--- src/rtl/rfill_pkg.sv ---
package rfill_pkg;

    localparam int WORD_W   = 32;
    localparam int COORD_W  = 16;
    localparam int LANES    = WORD_W / 8;
    localparam int PKT_LEN  = 6;
    localparam logic [7:0] ROP_REPLACE = 8'hF0;

    typedef struct packed {
        logic               lo_en;
        logic               hi_en;
        logic               tiled;
        logic               wide;
        logic [7:0]         rop;
        logic [COORD_W-1:0] pitch;
        logic [COORD_W-1:0] x1;
        logic [COORD_W-1:0] y1;
        logic [COORD_W-1:0] x2;
        logic [COORD_W-1:0] y2;
        logic [WORD_W-1:0]  base;
        logic [WORD_W-1:0]  fill;
    } fill_job_t;

    typedef enum logic [1:0] {
        WALK_IDLE = 2'd0,
        WALK_RUN  = 2'd1,
        WALK_FIN  = 2'd2
    } walk_state_t;

    // A job makes no writes at all when any of these hold
    function automatic logic job_skips(fill_job_t j);
        logic empty;
        empty = (j.x2 <= j.x1) || (j.y2 <= j.y1);
        return empty || (j.rop != ROP_REPLACE) || (j.wide && !j.lo_en && !j.hi_en);
    endfunction

    function automatic logic [LANES-1:0] lane_mask(fill_job_t j, logic upper_half);
        if (j.wide)
            return {j.hi_en, {(LANES-1){j.lo_en}}};
        else
            return upper_half ? {{(LANES/2){1'b1}}, {(LANES/2){1'b0}}}
                              : {{(LANES/2){1'b0}}, {(LANES/2){1'b1}}};
    endfunction

    function automatic logic [WORD_W-1:0] lane_data(fill_job_t j);
        if (j.wide)
            return j.fill;
        else
            return {2{j.fill[WORD_W/2-1:0]}};
    endfunction

endpackage

--- src/rtl/rfill_intake.sv ---
module rfill_intake
    import rfill_pkg::*;
(
    input  logic              clk,
    input  logic              rst,
    input  logic              hold,
    input  logic              in_valid,
    output logic              in_ready,
    input  logic [WORD_W-1:0] in_data,
    output logic              start,
    output fill_job_t         job
);
    localparam int IDX_W = $clog2(PKT_LEN);

    logic [IDX_W-1:0] idx_q;
    logic             start_q;
    fill_job_t        job_q;
    logic             take;

    assign in_ready = !hold && !start_q;
    assign take     = in_valid && in_ready;
    assign start    = start_q;
    assign job      = job_q;

    always_ff @(posedge clk) begin
        if (rst) begin
            idx_q   <= '0;
            start_q <= 1'b0;
            job_q   <= '0;
        end else begin
            start_q <= 1'b0;
            if (take) begin
                case (idx_q)
                    IDX_W'(0): begin
                        job_q.lo_en <= in_data[0];
                        job_q.hi_en <= in_data[1];
                        job_q.tiled <= in_data[2];
                    end
                    IDX_W'(1): begin
                        job_q.pitch <= in_data[COORD_W-1:0];
                        job_q.rop   <= in_data[23:16];
                        job_q.wide  <= in_data[25];
                    end
                    IDX_W'(2): begin
                        job_q.x1 <= in_data[COORD_W-1:0];
                        job_q.y1 <= in_data[WORD_W-1:COORD_W];
                    end
                    IDX_W'(3): begin
                        job_q.x2 <= in_data[COORD_W-1:0];
                        job_q.y2 <= in_data[WORD_W-1:COORD_W];
                    end
                    IDX_W'(4): job_q.base <= in_data;
                    default:   job_q.fill <= in_data;
                endcase
                if (idx_q == IDX_W'(PKT_LEN - 1)) begin
                    idx_q   <= '0;
                    start_q <= 1'b1;
                end else begin
                    idx_q <= idx_q + 1'b1;
                end
            end
        end
    end
endmodule

--- src/rtl/rfill_addr.sv ---
module rfill_addr
    import rfill_pkg::*;
#(
    parameter int ADDR_W = 32
) (
    input  fill_job_t          job,
    input  logic [COORD_W-1:0] px,
    input  logic [COORD_W-1:0] py,
    output logic [ADDR_W-1:0]  byte_addr
);
    localparam int PB_W = COORD_W + 2;

    logic [PB_W-1:0]   pitch_bytes;
    logic [ADDR_W-1:0] row_off;
    logic [ADDR_W-1:0] col_off;

    always_comb begin
        pitch_bytes = job.tiled ? {job.pitch, 2'b00} : PB_W'(job.pitch);
        row_off     = ADDR_W'(py) * ADDR_W'(pitch_bytes);
        col_off     = job.wide ? (ADDR_W'(px) << 2) : (ADDR_W'(px) << 1);
        byte_addr   = ADDR_W'(job.base) + row_off + col_off;
    end
endmodule

--- src/rtl/rfill_walker.sv ---
module rfill_walker
    import rfill_pkg::*;
#(
    parameter int ADDR_W = 32
) (
    input  logic              clk,
    input  logic              rst,
    input  logic              start,
    input  fill_job_t         job,
    output logic              busy,
    output logic              wr_valid,
    input  logic              wr_ready,
    output logic [ADDR_W-1:0] wr_addr,
    output logic [WORD_W-1:0] wr_data,
    output logic [LANES-1:0]  wr_be,
    output logic              done
);
    walk_state_t        state_q;
    logic [COORD_W-1:0] cur_x, cur_y;
    logic [COORD_W:0]   nxt_x, nxt_y;
    logic               row_end, last_px;
    logic [ADDR_W-1:0]  byte_addr;

    rfill_addr #(.ADDR_W(ADDR_W)) u_addr (
        .job       (job),
        .px        (cur_x),
        .py        (cur_y),
        .byte_addr (byte_addr)
    );

    always_comb begin
        nxt_x   = {1'b0, cur_x} + 1'b1;
        nxt_y   = {1'b0, cur_y} + 1'b1;
        row_end = (nxt_x == {1'b0, job.x2});
        last_px = row_end && (nxt_y == {1'b0, job.y2});
    end

    assign busy     = (state_q != WALK_IDLE);
    assign wr_valid = (state_q == WALK_RUN);
    assign done     = (state_q == WALK_FIN);
    assign wr_addr  = {byte_addr[ADDR_W-1:2], 2'b00};
    assign wr_data  = lane_data(job);
    assign wr_be    = lane_mask(job, byte_addr[1]);

    always_ff @(posedge clk) begin
        if (rst) begin
            state_q <= WALK_IDLE;
            cur_x   <= '0;
            cur_y   <= '0;
        end else begin
            case (state_q)
                WALK_IDLE: if (start) begin
                    cur_x   <= job.x1;
                    cur_y   <= job.y1;
                    state_q <= job_skips(job) ? WALK_FIN : WALK_RUN;
                end
                WALK_RUN: if (wr_ready) begin
                    if (last_px) begin
                        state_q <= WALK_FIN;
                    end else if (row_end) begin
                        cur_x <= job.x1;
                        cur_y <= nxt_y[COORD_W-1:0];
                    end else begin
                        cur_x <= nxt_x[COORD_W-1:0];
                    end
                end
                default: state_q <= WALK_IDLE;
            endcase
        end
    end
endmodule

--- src/rtl/rect_fill_engine.sv ---
module rect_fill_engine
    import rfill_pkg::*;
#(
    parameter int ADDR_W = 32
) (
    input  logic              clk,
    input  logic              rst,
    input  logic              in_valid,
    output logic              in_ready,
    input  logic [WORD_W-1:0] in_data,
    output logic              wr_valid,
    input  logic              wr_ready,
    output logic [ADDR_W-1:0] wr_addr,
    output logic [WORD_W-1:0] wr_data,
    output logic [LANES-1:0]  wr_be,
    output logic              done
);
    logic      start, busy;
    fill_job_t job;

    rfill_intake u_intake (
        .clk      (clk),
        .rst      (rst),
        .hold     (busy),
        .in_valid (in_valid),
        .in_ready (in_ready),
        .in_data  (in_data),
        .start    (start),
        .job      (job)
    );

    rfill_walker #(.ADDR_W(ADDR_W)) u_walker (
        .clk      (clk),
        .rst      (rst),
        .start    (start),
        .job      (job),
        .busy     (busy),
        .wr_valid (wr_valid),
        .wr_ready (wr_ready),
        .wr_addr  (wr_addr),
        .wr_data  (wr_data),
        .wr_be    (wr_be),
        .done     (done)
    );
endmodule

--- config.mk ---
export PLATFORM = sky130hd
export DESIGN_NAME = rect_fill_engine
export DESIGN_NICKNAME = d
export VERILOG_FILES = /design/src/rtl/rfill_pkg.sv /design/src/rtl/rfill_intake.sv /design/src/rtl/rfill_addr.sv /design/src/rtl/rfill_walker.sv /design/src/rtl/rect_fill_engine.sv
export SDC_FILE = /design/constraint.sdc
export NUM_CORES = 1
export LEC_CHECK = 0
export ABC_AREA = 1
export BUFFER_PORTS_ARGS = -buffer_cell sky130_fd_sc_hd__buf_2
export CAP_MARGIN = 40
export CELL_PAD_IN_SITES_DETAIL_PLACEMENT = 1
export CELL_PAD_IN_SITES_GLOBAL_PLACEMENT = 2
export CORE_MARGIN = 2
export CORE_UTILIZATION = 40
export CTS_BUF_LIST = sky130_fd_sc_hd__clkbuf_8
export DETAILED_ROUTE_END_ITERATION = 8
export HOLD_SLACK_MARGIN = 0.05
export PLACE_DENSITY_LB_ADDON = 0.05
export SETUP_SLACK_MARGIN = 0.05
export SYNTH_ARGS = -nofsm -noshare
export SYNTH_HDL_FRONTEND = slang
export SYNTH_SLANG_ARGS = --single-unit
--- constraint.sdc ---
create_clock -name clk -period 12.55 [get_ports clk]
set_clock_uncertainty 0.2 [all_clocks]
set_input_delay 1.255 -clock clk [delete_from_list [all_inputs] [get_ports clk]]
set_output_delay 1.255 -clock clk [all_outputs]
set_load 0.02 [all_outputs]
==> results_dict.tcl <==
set metrics [dict create \
    ys_warn_count 0 \
    type_of_the_worst_setup_path "reg -> out" \
    tritoncts "yes" \
    numClockSinks 194 \
    timing.final.hold_violations 0 \
    final_layout_size_suffix_gt1_share_pct 6.75 \
    first_global_vias 19100 \
    coreArea_sq_um 50200 \
    routed-via-count 17900 \
    critical_path.startpoint_type "register" \
    timing.critical_path.fanout_max 21 \
    chip_height_um 229 \
    post-synth-top-area-fraction_pct 26.5 \
    synthDominantAreaCellType "sky130_fd_sc_hd__fa_1" \
    cp-end-kind "primary output" \
    multi_input_area_sq_um 13800 \
    groute.usage.overall_pct 27.3 \
    io-pin-count 107 \
    maxCapViolCount 0 \
    drt-total-wl_mm 70.3 \
    drv_slew 0 \
    initial_core_util_pct 40.5 \
    htree_levels 4 \
    maxUsedRoutingLayer "met5" \
    drt_first_pass_iters 5 \
    synth.lib_cells_used.distinct 49 \
    antenna_violations_before_repair 4 \
    synthesis.area_sq_um 20300 \
    seq_area_frac_synth_pct 19.1 \
    instances_no_fill 3502 \
    setup_total_negative_slack_ns 0 \
    nets 3247 \
    critical_path.slowest_cell "sky130_fd_sc_hd__dfxtp_1" \
    route.met3.wl_mm 2.64 \
    post_synth_top_flop "sky130_fd_sc_hd__dfxtp_1" \
    async_flop_share_pct 0 \
    timing.hold.ws_ns 0.283 \
    critical_path.cell_chain "inv_1 -> o21ai_1 -> clkinv_1 -> nand2_1 -> fa_1 -> fa_1 -> fa_1 -> fa_1 -> inv_1 -> fa_1 -> fa_1 -> ha_1 -> a21oi_1 -> o21ai_0 -> a21oi_1 -> o21ai_0 -> a21boi_0 -> o21ai_0 -> nand2_1 -> nand2_1 -> nand2_1 -> nand2_1 -> buf_2" \
    holdCritPathClass "reg -> reg" \
    power.density_nw_per_um2 185 \
    timing.critical_path.slowest_cell_delay_ns 0.72 \
    count_of_instances_resized_after_the_clock_tree_is_built 0 \
    clockRootBuffer "sky130_fd_sc_hd__clkbuf_8" \
    drt-initial-drc-count 1064 \
    path_clk_slew_ns 0.11 \
    wl_per_cell_um 20.1 \
    slew_headroom_pct 42.1 \
    layout.core_utilization_pct 43.5 \
    synthToLayoutAreaGrowth_pct 7.31 \
    die-width_um 229 \
    wire_length_of_the_first_global_routing_pass_mm 110 \
    critical_path.n_buffers_inverters 4 \
    wl_met2_mm 33.0 \
    floorplan.die_area_sq_um 52600 \
    clk-insertion-delay-late_ns 0.52 \
    period_needed_ns 10.06 \
    grt_max_degree 71 \
    unrepaired_setup_endpoints_after_global_routing "no" \
    worst_ep_arrival_time_ns 8.61 \
    synth.avg_cell_area_sq_um 7.28 \
    global_route.overflow_total 0 \
    post-route-period-util_pct 80.2 \
    most_frequent_cell_on_critical_path "sky130_fd_sc_hd__fa_1" \
    dp.cells 3470 \
    drtAntennaViolNets 0 \
    route.detailed.drc 0 \
    gpl.final_weighted_congestion 0.948 \
    synth_cells 2792 \
    post_cts_hold_buffer_count 0 \
    synthTopCellsByArea "sky130_fd_sc_hd__fa_1 (26%), sky130_fd_sc_hd__dfxtp_1 (19%), sky130_fd_sc_hd__nand2_1 (10%)" \
    vdd_drop_max_uv 84.2 \
    route.detailed.vias_per_inst 5.13 \
    sequential_cell_area_sq_um 3880 \
    number_of_buffers_between_clock_root_and_the_deepest_sink 2 \
    worst_slew_pin_slew_ns 0.868 \
    portBuffers 104 \
    std_cell_rows 82 \
    p_leak_nw 10.6 \
    total_routed_wire_length_on_the_met1_layer_mm 33.2 \
    postSynthRegisterBits 194 \
    setup_viol 0 \
    achievable-frequency_mhz 99.4 \
    worst_path_required_ns 11.10 \
    fillCellCount 6405 \
    post-layout-total-power_mw 4.05 \
    cts_inserted_buffers 17 \
    run_status "finished, final reports clean" \
    detailed_place_hpwl_mm 56.5 \
    synth_enable_flop_cells 0 \
    post_cts_buffers 0 \
    cell_family_contributing_the_most_delay_on_the_critical_path "adder cells" \
]
==> cells in the final DEF (no fill, tap or decap), drive strengths merged, types with 84 or more instances in the layout <==
| cell | netlist | layout |
|---|---|---|
| a21oi | 157 | 157 |
| buf | 40 | 130 |
| dfxtp | 194 | 194 |
| fa | 269 | 269 |
| ha | 125 | 125 |
| inv | 528 | 536 |
| nand2 | 570 | 570 |
| nand3 | 84 | 84 |
| nor2 | 385 | 385 |
| o21ai | 240 | 240 |
==> worst reg2reg max path, cell delays in order, from the launching register on <==
cell	delay [ns]
sky130_fd_sc_hd__dfxtp_1	0.90
sky130_fd_sc_hd__clkinv_1	0.75
sky130_fd_sc_hd__nand2_1	0.33
sky130_fd_sc_hd__nand2_1	0.10
sky130_fd_sc_hd__nand2_1	0.07
sky130_fd_sc_hd__nand2_1	0.05
sky130_fd_sc_hd__nor2_1	0.10
sky130_fd_sc_hd__nand3_1	0.13
sky130_fd_sc_hd__nor2_1	0.28
sky130_fd_sc_hd__nand3_2	0.19
sky130_fd_sc_hd__nand2_4	0.24
sky130_fd_sc_hd__inv_2	0.24
sky130_fd_sc_hd__nand2_1	0.16
sky130_fd_sc_hd__a21oi_1	0.08
==> state kept, by name, summed over array words and instances, names as in the netlist <==
name and flops:
u_intake.job 156, u_walker.cur_x 16, u_walker.cur_y 16, u_intake.idx_q 3
u_walker.state_q 2, u_intake.start 1
==> final timing paths <==
kind	cells after the start	slack, ns	end	startpoint
worst max-delay path	23	2.49	wr_addr[26]	u_intake.job[153]
worst min-delay path	2	0.28	u_intake.job[103]	u_intake.job[103]
worst max register to register	13	8.61	u_walker.cur_x[10]	u_walker.cur_y[11]
worst min register to register	2	0.28	u_intake.job[103]	u_intake.job[103]
==> through the flow <==
stage          area [sq um]  setup slack, ns
2_1_floorplan         20300             4.77
3_3_place_gp          21300             3.41
3_5_place_dp          21400             3.17
4_1_cts               21800             2.57
5_1_grt               21800             1.82
6_report              21800             2.49
==> cells by family after synthesis <==
family / count (synthesis) / synth area share, %
fa+ha+maj: 394 / 34.2
mux: 1 / 0.0492
compound gates: 423 / 10.7
buf+inv: 667 / 12.9
other cells: 1 / 0.0184
xor+xnor: 37 / 1.73
flops: 194 / 19.1
simple gates: 1075 / 21.3
==> power breakdown <==
group | leakage [nW] | switching, mW | internal [mW] | total, mW
registers | 1.57 | 0.138 | 0.717 | 0.854
logic | 8.87 | 1.88 | 0.878 | 2.75
clock network | 0.201 | 0.252 | 0.186 | 0.438
==> cell usage after synthesis, types with 5 or more instances <==
| cell type | count |
|---|---|
| sky130_fd_sc_hd__fa_1 | 269 |
| sky130_fd_sc_hd__clkbuf_1 | 86 |
| sky130_fd_sc_hd__o21ai_0 | 232 |
| sky130_fd_sc_hd__inv_1 | 524 |
| sky130_fd_sc_hd__nand4_1 | 13 |
| sky130_fd_sc_hd__xor2_1 | 18 |
| sky130_fd_sc_hd__nand3b_1 | 5 |
| sky130_fd_sc_hd__clkinv_1 | 13 |
| sky130_fd_sc_hd__a31oi_1 | 9 |
| sky130_fd_sc_hd__o21ai_1 | 8 |
| sky130_fd_sc_hd__a21oi_1 | 157 |
| sky130_fd_sc_hd__nor3_1 | 11 |
| sky130_fd_sc_hd__nand3_1 | 80 |
| sky130_fd_sc_hd__dfxtp_1 | 194 |
| sky130_fd_sc_hd__nor2_2 | 8 |
| sky130_fd_sc_hd__nor2_1 | 374 |
| sky130_fd_sc_hd__nand2_1 | 564 |
| sky130_fd_sc_hd__xnor2_1 | 17 |
| sky130_fd_sc_hd__ha_1 | 125 |
| sky130_fd_sc_hd__buf_2 | 12 |
| sky130_fd_sc_hd__buf_4 | 24 |
==> layer usage <==
layer | up-vias | track usage [%]
met5 | - | 0
met4 | 4 | 6.55
met3 | 85 | 2.27
met2 | 390 | 45.9
met1 | 8956 | 38.0
li1 | 8514 | -
==> cell type report <==
type | instances | share of cell area, %
Inverter | 541 | 9.33
Clock buffer | 18 | 1.14
Timing Repair Buffer | 131 | 3.77
Multi-Input combinational cell | 1932 | 63.4
Clock inverter | 13 | 0.694
Sequential cell | 194 | 17.8
Tap cell | 672 | 3.85
Antenna cell | 1 | 0.0115
(Power assumes the default switching activity.)
